<file path="src/rtl/atadec_pkg.sv">
package atadec_pkg;

  // Remap mode codes carried by the mode field.
  localparam int MODE_MEM    = 0;
  localparam int MODE_CONTIG = 1;
  localparam int MODE_PRI    = 2;
  localparam int MODE_SEC    = 3;

  // Task-file index layout after translation.
  localparam int IDX_W       = 4;
  localparam int TF_SEL_W    = 3;
  localparam int IDX_DATA_LO = 4'h0;
  localparam int IDX_DATA_HI = 4'h8;
  localparam int IDX_ODD     = 4'h9;
  localparam int IDX_FEAT    = 4'hD;
  localparam int IDX_ALTCTL  = 4'hE;
  localparam int IDX_DADDR   = 4'hF;

  // Fields the block decodes out of the register model.
  localparam int DEVHEAD_REG = 6;
  localparam int STATUS_REG  = 7;
  localparam int DRV_BIT     = 4;
  localparam int SRST_BIT    = 2;

  typedef enum logic [2:0] {
    RD_ZERO,
    RD_DATA,
    RD_TF,
    RD_ALT,
    RD_DADDR,
    RD_ODD
  } rdSrc_e;

  typedef struct packed {
    logic                rdEn;
    rdSrc_e              rdSrc;
    logic [TF_SEL_W-1:0] tfSel;
    logic                wrData;
    logic                wrOdd;
    logic                wrTf;
    logic                wrDevCtl;
    logic                srst;
    logic                wake;
  } strobe_t;

endpackage

</file>
<file path="src/rtl/atadec_remap.sv">
module atadec_remap
  import atadec_pkg::*;
#(
  parameter int ADDR_W = 11,
  parameter int MODE_W = 6
) (
  input  logic [MODE_W-1:0] mode,
  input  logic [ADDR_W-1:0] addr,
  output logic [ADDR_W-1:0] idx
);

  localparam int WINDOWS   = 2;
  localparam int BLK_LSB   = 4;
  localparam int PAGE_LSB  = 10;
  localparam logic [ADDR_W-1:0] BLK_MASK = ~ADDR_W'((1 << BLK_LSB) - 1);
  localparam logic [ADDR_W-1:0] LOW_MASK = ADDR_W'((1 << IDX_W) - 1);

  // Mode 0: the second 1 KiB page aliases onto the data port.
  logic memAlias;
  assign memAlias = (addr >> PAGE_LSB) == ADDR_W'(1);

  // One translator per legacy I/O layout; the control block sits 0x200
  // above the command block and folds onto indices 8 and up.
  logic [ADDR_W-1:0] winIdx [WINDOWS];

  for (genvar g = 0; g < WINDOWS; g++) begin : g_win
    localparam logic [ADDR_W-1:0] CMD_BASE = (g == 0) ? ADDR_W'(32'h1F0) : ADDR_W'(32'h170);
    localparam logic [ADDR_W-1:0] CTL_BASE = CMD_BASE + ADDR_W'(32'h200);
    localparam logic [ADDR_W-1:0] CTL_OFS  = CTL_BASE - ADDR_W'(8);
    logic [ADDR_W-1:0] mapped;
    always_comb begin
      if ((addr & BLK_MASK) == CTL_BASE)      mapped = addr - CTL_OFS;
      else if ((addr & BLK_MASK) == CMD_BASE) mapped = addr - CMD_BASE;
      else                                    mapped = addr;
    end
    assign winIdx[g] = mapped;
  end

  always_comb begin
    unique case (mode)
      MODE_W'(MODE_MEM):    idx = memAlias ? '0 : addr;
      MODE_W'(MODE_CONTIG): idx = addr & LOW_MASK;
      MODE_W'(MODE_PRI):    idx = winIdx[0];
      MODE_W'(MODE_SEC):    idx = winIdx[1];
      default:              idx = addr;
    endcase
  end

endmodule

</file>
<file path="src/rtl/atadec_ctrl.sv">
module atadec_ctrl
  import atadec_pkg::*;
#(
  parameter int ADDR_W = 11
) (
  input  logic [ADDR_W-1:0] idx,
  input  logic              hostRd,
  input  logic              hostWr,
  input  logic              srstReq,
  input  logic              powerDownIn,
  output strobe_t           stb
);

  localparam int IDX_SPAN = 1 << IDX_W;

  logic              inRange;
  logic [IDX_W-1:0]  nib;

  assign inRange = idx < ADDR_W'(IDX_SPAN);
  assign nib     = idx[IDX_W-1:0];

  always_comb begin
    stb       = '0;
    stb.rdEn  = hostRd;
    stb.rdSrc = RD_ZERO;
    if (inRange) begin
      unique case (nib)
        IDX_W'(IDX_DATA_LO), IDX_W'(IDX_DATA_HI): begin
          stb.rdSrc  = RD_DATA;
          stb.wrData = hostWr;
        end
        IDX_W'(IDX_ODD): begin
          stb.rdSrc = RD_ODD;
          stb.wrOdd = hostWr;
        end
        IDX_W'(IDX_FEAT): begin
          stb.rdSrc = RD_TF;
          stb.tfSel = TF_SEL_W'(1);
          stb.wrTf  = hostWr;
        end
        IDX_W'(IDX_ALTCTL): begin
          stb.rdSrc    = RD_ALT;
          stb.wrDevCtl = hostWr & ~srstReq;
          stb.srst     = hostWr & srstReq;
        end
        IDX_W'(IDX_DADDR): begin
          stb.rdSrc = RD_DADDR;
        end
        IDX_W'(1), IDX_W'(2), IDX_W'(3), IDX_W'(4),
        IDX_W'(5), IDX_W'(6), IDX_W'(7): begin
          stb.rdSrc = RD_TF;
          stb.tfSel = nib[TF_SEL_W-1:0];
          stb.wrTf  = hostWr;
          stb.wake  = hostWr & powerDownIn;
        end
        default: stb.rdSrc = RD_ZERO;
      endcase
    end
  end

endmodule

</file>
<file path="src/rtl/atadec_dp.sv">
module atadec_dp
  import atadec_pkg::*;
#(
  parameter int DATA_W  = 16,
  parameter int REG_W   = 8,
  parameter int TF_REGS = 8
) (
  input  logic              clk,
  input  logic              rst_n,
  input  strobe_t           stb,
  input  logic [DATA_W-1:0] hostWdata,
  input  logic              drivePresent,
  output logic [DATA_W-1:0] hostRdata,
  output logic [REG_W-1:0]  devCtl,
  output logic              byteCycle,
  output logic              softReset,
  output logic              wakePulse
);

  localparam logic [REG_W-1:0] DADDR_BASE = REG_W'(8'hC2);
  localparam logic [REG_W-1:0] DADDR_MASK = REG_W'(8'h3C);

  logic [REG_W-1:0]  tfVal [TF_REGS];
  logic [DATA_W-1:0] dataWord;
  logic [REG_W-1:0]  oddByte;
  logic [DATA_W-1:0] rdMux;
  logic              drvSel;
  logic [REG_W-1:0]  drvAddr;

  assign tfVal[0] = '0;

  for (genvar i = 1; i < TF_REGS; i++) begin : g_tf
    logic [REG_W-1:0] q;
    always_ff @(posedge clk or negedge rst_n) begin
      if (!rst_n)                                       q <= '0;
      else if (stb.srst)                                q <= '0;
      else if (stb.wrTf && stb.tfSel == TF_SEL_W'(i))   q <= hostWdata[REG_W-1:0];
    end
    assign tfVal[i] = q;
  end

  always_ff @(posedge clk or negedge rst_n) begin
    if (!rst_n) begin
      dataWord  <= '0;
      oddByte   <= '0;
      byteCycle <= 1'b0;
      devCtl    <= '0;
    end else if (stb.srst) begin
      dataWord  <= '0;
      oddByte   <= '0;
      byteCycle <= 1'b0;
      devCtl    <= '0;
    end else begin
      if (stb.wrData)   dataWord <= hostWdata;
      if (stb.wrOdd) begin
        oddByte   <= hostWdata[REG_W-1:0];
        byteCycle <= ~byteCycle;
      end
      if (stb.wrDevCtl) devCtl <= hostWdata[REG_W-1:0];
    end
  end

  always_ff @(posedge clk or negedge rst_n) begin
    if (!rst_n) begin
      softReset <= 1'b0;
      wakePulse <= 1'b0;
    end else begin
      softReset <= stb.srst;
      wakePulse <= stb.wake;
    end
  end

  assign drvSel  = tfVal[DEVHEAD_REG][DRV_BIT];
  assign drvAddr = DADDR_BASE | ((~REG_W'(drvSel) << 2) & DADDR_MASK);

  always_comb begin
    unique case (stb.rdSrc)
      RD_DATA:  rdMux = dataWord;
      RD_TF:    rdMux = DATA_W'(tfVal[stb.tfSel]);
      RD_ALT:   rdMux = drivePresent ? DATA_W'(tfVal[STATUS_REG]) : '0;
      RD_DADDR: rdMux = DATA_W'(drvAddr);
      RD_ODD:   rdMux = DATA_W'(oddByte);
      default:  rdMux = '0;
    endcase
  end

  always_ff @(posedge clk or negedge rst_n) begin
    if (!rst_n)        hostRdata <= '0;
    else if (stb.rdEn) hostRdata <= rdMux;
  end

endmodule

</file>
<file path="src/rtl/ata_taskfile_decoder.sv">
module ata_taskfile_decoder
  import atadec_pkg::*;
#(
  parameter int ADDR_W  = 11,
  parameter int MODE_W  = 6,
  parameter int DATA_W  = 16,
  parameter int REG_W   = 8,
  parameter int TF_REGS = 8
) (
  input  logic              clk,
  input  logic              rst_n,
  input  logic [MODE_W-1:0] modeSel,
  input  logic [ADDR_W-1:0] hostAddr,
  input  logic              hostRd,
  input  logic              hostWr,
  input  logic [DATA_W-1:0] hostWdata,
  input  logic              drivePresent,
  input  logic              powerDownIn,
  output logic [DATA_W-1:0] hostRdata,
  output logic [REG_W-1:0]  devCtl,
  output logic              byteCycle,
  output logic              softReset,
  output logic              clearPowerDown,
  output logic              setCardReady
);

  logic [ADDR_W-1:0] tfIdx;
  strobe_t           stb;
  logic              wakePulse;

  atadec_remap #(.ADDR_W(ADDR_W), .MODE_W(MODE_W)) u_remap (
    .mode (modeSel),
    .addr (hostAddr),
    .idx  (tfIdx)
  );

  atadec_ctrl #(.ADDR_W(ADDR_W)) u_ctrl (
    .idx         (tfIdx),
    .hostRd      (hostRd),
    .hostWr      (hostWr),
    .srstReq     (hostWdata[SRST_BIT]),
    .powerDownIn (powerDownIn),
    .stb         (stb)
  );

  atadec_dp #(.DATA_W(DATA_W), .REG_W(REG_W), .TF_REGS(TF_REGS)) u_dp (
    .clk          (clk),
    .rst_n        (rst_n),
    .stb          (stb),
    .hostWdata    (hostWdata),
    .drivePresent (drivePresent),
    .hostRdata    (hostRdata),
    .devCtl       (devCtl),
    .byteCycle    (byteCycle),
    .softReset    (softReset),
    .wakePulse    (wakePulse)
  );

  assign clearPowerDown = wakePulse;
  assign setCardReady   = wakePulse;

endmodule

</file>
<file path="config.mk">
export PLATFORM = sky130hd
export DESIGN_NAME = ata_taskfile_decoder
export DESIGN_NICKNAME = d
export VERILOG_FILES = /design/src/rtl/atadec_pkg.sv /design/src/rtl/atadec_remap.sv /design/src/rtl/atadec_ctrl.sv /design/src/rtl/atadec_dp.sv /design/src/rtl/ata_taskfile_decoder.sv
export SDC_FILE = /design/constraint.sdc
export NUM_CORES = 1
export LEC_CHECK = 0
export BUFFER_PORTS_ARGS = -buffer_cell sky130_fd_sc_hd__buf_2
export CAP_MARGIN = 5
export CELL_PAD_IN_SITES_DETAIL_PLACEMENT = 0
export CELL_PAD_IN_SITES_GLOBAL_PLACEMENT = 2
export CORE_MARGIN = 8
export CORE_UTILIZATION = 30
export DETAILED_ROUTE_END_ITERATION = 16
export PLACE_DENSITY = 0.73
export SYNTH_ARGS = -nofsm -noshare
export SYNTH_HDL_FRONTEND = slang
export SYNTH_HIERARCHICAL = 1
export SYNTH_SLANG_ARGS = --single-unit
</file>
<file path="constraint.sdc">
create_clock -name clk -period 1.77 [get_ports clk]
set_input_delay 0.354 -clock clk [delete_from_list [all_inputs] [get_ports clk]]
set_output_delay 0.354 -clock clk [all_outputs]
set_load 0.02 [all_outputs]
</file>
==> metrics.txt <==
status finished with violations; failing checks negative setup slack; Initial Util 0.3050; Pleak around 3.6 nW; RSZ-0062 raised after global routing yes; Tot GR Track Use 0.1607; vias approximately 5k; final hold vios 0; hold depth 3; GP Congestion 0.8341; worst skew pair latency between 300 and 400 ps; clk buf depth 2; Clk pwr share 0.412; synthesized area per cell 9.786 um2; DRC 0; CTS tree done; final cell count without fillers 972; Ports 67; H-tree levels 3; Comb pwr share 0.084; Min-Delay Endpoint u_dp/dataWord[12]; total grt overflow 0; DR pass1 iterations 4; Crit path top cell by count buf_12; die height 153.9 um; Tcrit/Tclk final 1.796; Pins Over Slew Limit 0; Max-slew headroom 0.6784; standard-cell rows 50; post-synthesis sequential area ratio 0.4693; PortBufs 66; Crit Path Max Fanout 6; worst r2r src u_dp/g_tf[6].q[2]; CP startpoint kind primary input; CP cell instances buf_8 -> or4_4 -> o211ai_2 -> o31ai_2 -> a221o_1 -> nor4_4 -> nand2_4 -> buf_6 -> nor3b_4 -> buf_12 -> buf_12 -> buf_12 -> mux4_2 -> nand2_1 -> o21ai_1 -> a221o_1; # fillers 1732; Peak VDD IR 0.4249 mV; post-synth cell types 61; final setup violation count 107; slew of the pin with the lowest slew margin 482.3 ps; antenna violations before repair 0; fraction of layout cells with a size suffix above 1 0.4878; pin count of the biggest net entering global routing 40; asr flop ratio synth 1.000; diode count 0; Vias/cell a little over 5; R2R setup slack 320 ps; Worst path slowest cell or4_4; min-delay worst type in -> reg; CTS sink cnt 107; max-cap violation count 0; commonest non-fill, non-tap cells in the layout dfrtp_1 (107), buf_4 (73), buf_2 (61); first-pass GRT wire length approximately 30 mm; placed cells 930; Setup WS post-layout -1409 ps; Worst Setup End Kind flip-flop; Crit Reg-Reg Endpoint u_dp/hostRdata[2]; Num CTS Buffers 9; full die area 23690 um2; vias in the first global route about 5.3k; clk root buf clkbuf_16; fmax 314.5 MHz; Clock Pin Slew Worst Setup and Hold Paths 80 ps; min cycle time layout 3179 ps; Core Region between 15000 and 20000 um2; WP data arrival 3420 ps; DP HPWL 12.99 mm; switching portion of total power 0.2588; Synth Net Count 625; commonest non-fill, non-tap cell in the layout dfrtp_1; area growth from synthesis to layout 48.11%; final WL ~19 mm; Post-synth top flop dfrtp_1; Psw about 1.3 mW; register share of total power 0.505; Pwr Density 576.3 nW/um2; YS warnings 6; total power 4.870 mW; clock skew 6.106 ps; Worst Path Required 2010 ps; final net count approximately 780; DRT iter0 DRCs 207; Post-DRT Antenna Nets 0; P_int 3.610 mW; routed length per placed instance 19.36 um; max incr delay on CP 560 ps; worst setup path category in -> reg; Worst Min Path Start hostWdata[12]; R2R depth 4; Mapped Area 5705 um2; flops & latches, synth 107; Post-synth EDFFs 0; Die X between 150 and 200 um; post-synthesis cell count 583
==> flip-flops by register name, indices dropped and copies added, names as in the netlist <==
signal          cells
u_dp/byteCycle      1
u_dp/dataWord      16
u_dp/devCtl         8
u_dp/g_tf.q        56
u_dp/hostRdata     16
u_dp/oddByte        8
u_dp/softReset      1
u_dp/wakePulse      1
==> worst max path at each step <==
stage | from | end | slack [ps] | cells past startpoint
floorplan | modeSel[2] | u_dp/hostRdata[0] | -1540 | 12
global placement | hostAddr[4] | u_dp/hostRdata[2] | -1830 | 14
detailed placement | hostAddr[4] | u_dp/hostRdata[3] | -1910 | 14
CTS | modeSel[5] | u_dp/hostRdata[4] | -1340 | 14
global route | hostAddr[3] | u_dp/hostRdata[2] | -1520 | 19
finish | modeSel[5] | u_dp/hostRdata[2] | -1410 | 16
==> synthesized netlist by cell type, drive strengths merged (2+ instances only) <==
cell type    n  area [um2]
a21oi       46       230.2
clkbuf      29       108.9
ha           3       37.54
nand2       95       359.1
a221o        9       90.09
nand3b       3       22.52
nor3         9       50.05
or3          2       12.51
and4b        2       20.02
inv         13       48.80
mux4         8       180.2
a211oi       4       30.03
nor3b        4       30.03
nand4        4       25.02
o211ai       2       20.02
nand2b      20       125.1
and2         2       12.51
a221oi       6       52.55
mux2i       52       520.5
o21ai        8       40.03
nand4b       2       17.52
a22o         9       78.83
nor4bb       6       60.06
dfrtp      107        2678
mux2         8       90.09
nor2        60       245.2
nor2b        8       50.05
nand3       10       50.05
or2          3       18.77
nor4         4       55.05
o221ai       7       61.31
buf         19       111.4
o21a         2       15.01
==> cell families (layout without fill, tap and decap cells) <==
| logic type | after synthesis | in the layout | synth area share |
|---|---|---|---|
| adder cells (fa/ha/maj) | 3 | 3 | 0.006580 |
| AND/OR/NAND/NOR | 237 | 237 | 0.2094 |
| XOR/XNOR | 2 | 2 | 0.003071 |
| flip-flops | 107 | 107 | 0.4693 |
| AO/OA/AOI/OAI | 104 | 104 | 0.1252 |
| buffers and inverters | 62 | 217 | 0.04781 |
| multiplexers | 68 | 68 | 0.1386 |
==> stage by stage <==
stage | instance area (um2) | TNS, ps | hold slack [ps] | worst slack (ps) | util
6_report | 8451 | -120320 | 237.0 | -1409 | 0.4518
5_1_grt | 8451 | -132050 | 244.6 | -1522 | 0.4518
4_1_cts | 8045 | -115970 | 226.7 | -1342 | 0.4301
3_5_place_dp | 7099 | -162110 | 347.8 | -1905 | 0.3795
3_3_place_gp | 7099 | -157090 | 336.3 | -1828 | 0.3795
2_1_floorplan | 5867 | -127140 | 58.41 | -1536 | -
==> critical path, delay by kind of cell <==
family / cells / cell delay, ps
mux: 1 / 280
simple gates: 5 / 1180
buf+inv: 5 / 640
compound gates: 5 / 950
==> what timing repair did <==
item	in CTS	in global routing
setup endpoints to repair	107	107
resized for setup	91	102
setup buffers	19	4
endpoints found under the hold margin	31	0
hold buffers	1	0
cloned	4	1
pin swaps	46	54
==> routing by layer <==
metal / GRT usage / vias to the layer above / share of wire
met4: 0.03920 / 0 / 0.013
li1: - / 2349 / -
met2: 0.2655 / 97 / 0.48
met3: 0.03559 / 18 / 0.042
met1: 0.2098 / 2515 / 0.46
met5: 0 / - / 0
==> power groups by stage <==
stage                     Combinational [mW]  Sequential (mW)  Clock [mW]
after floorplan                        0.139             2.51           0
after global placement                 0.365             2.51           0
after detailed placement               0.369             2.51           0
after CTS                              0.399             2.46        2.07
after global routing                   0.446             2.46        2.17
final                                  0.408             2.46        2.00
==> area by class of cell <==
class | count | area, um2 | area share
sequential | 107 | 2678 | 0.3168
multi-input combinational | 414 | 3467 | 0.4103
tap | 234 | 292.8 | 0.03465
clock inverter | 7 | 65.06 | 0.007699
inverter | 14 | 52.55 | 0.006219
clock buffer | 9 | 225.2 | 0.02665
timing repair buffer | 187 | 1670 | 0.1977
No activity file was read; power rests on OpenSTA's default activity.
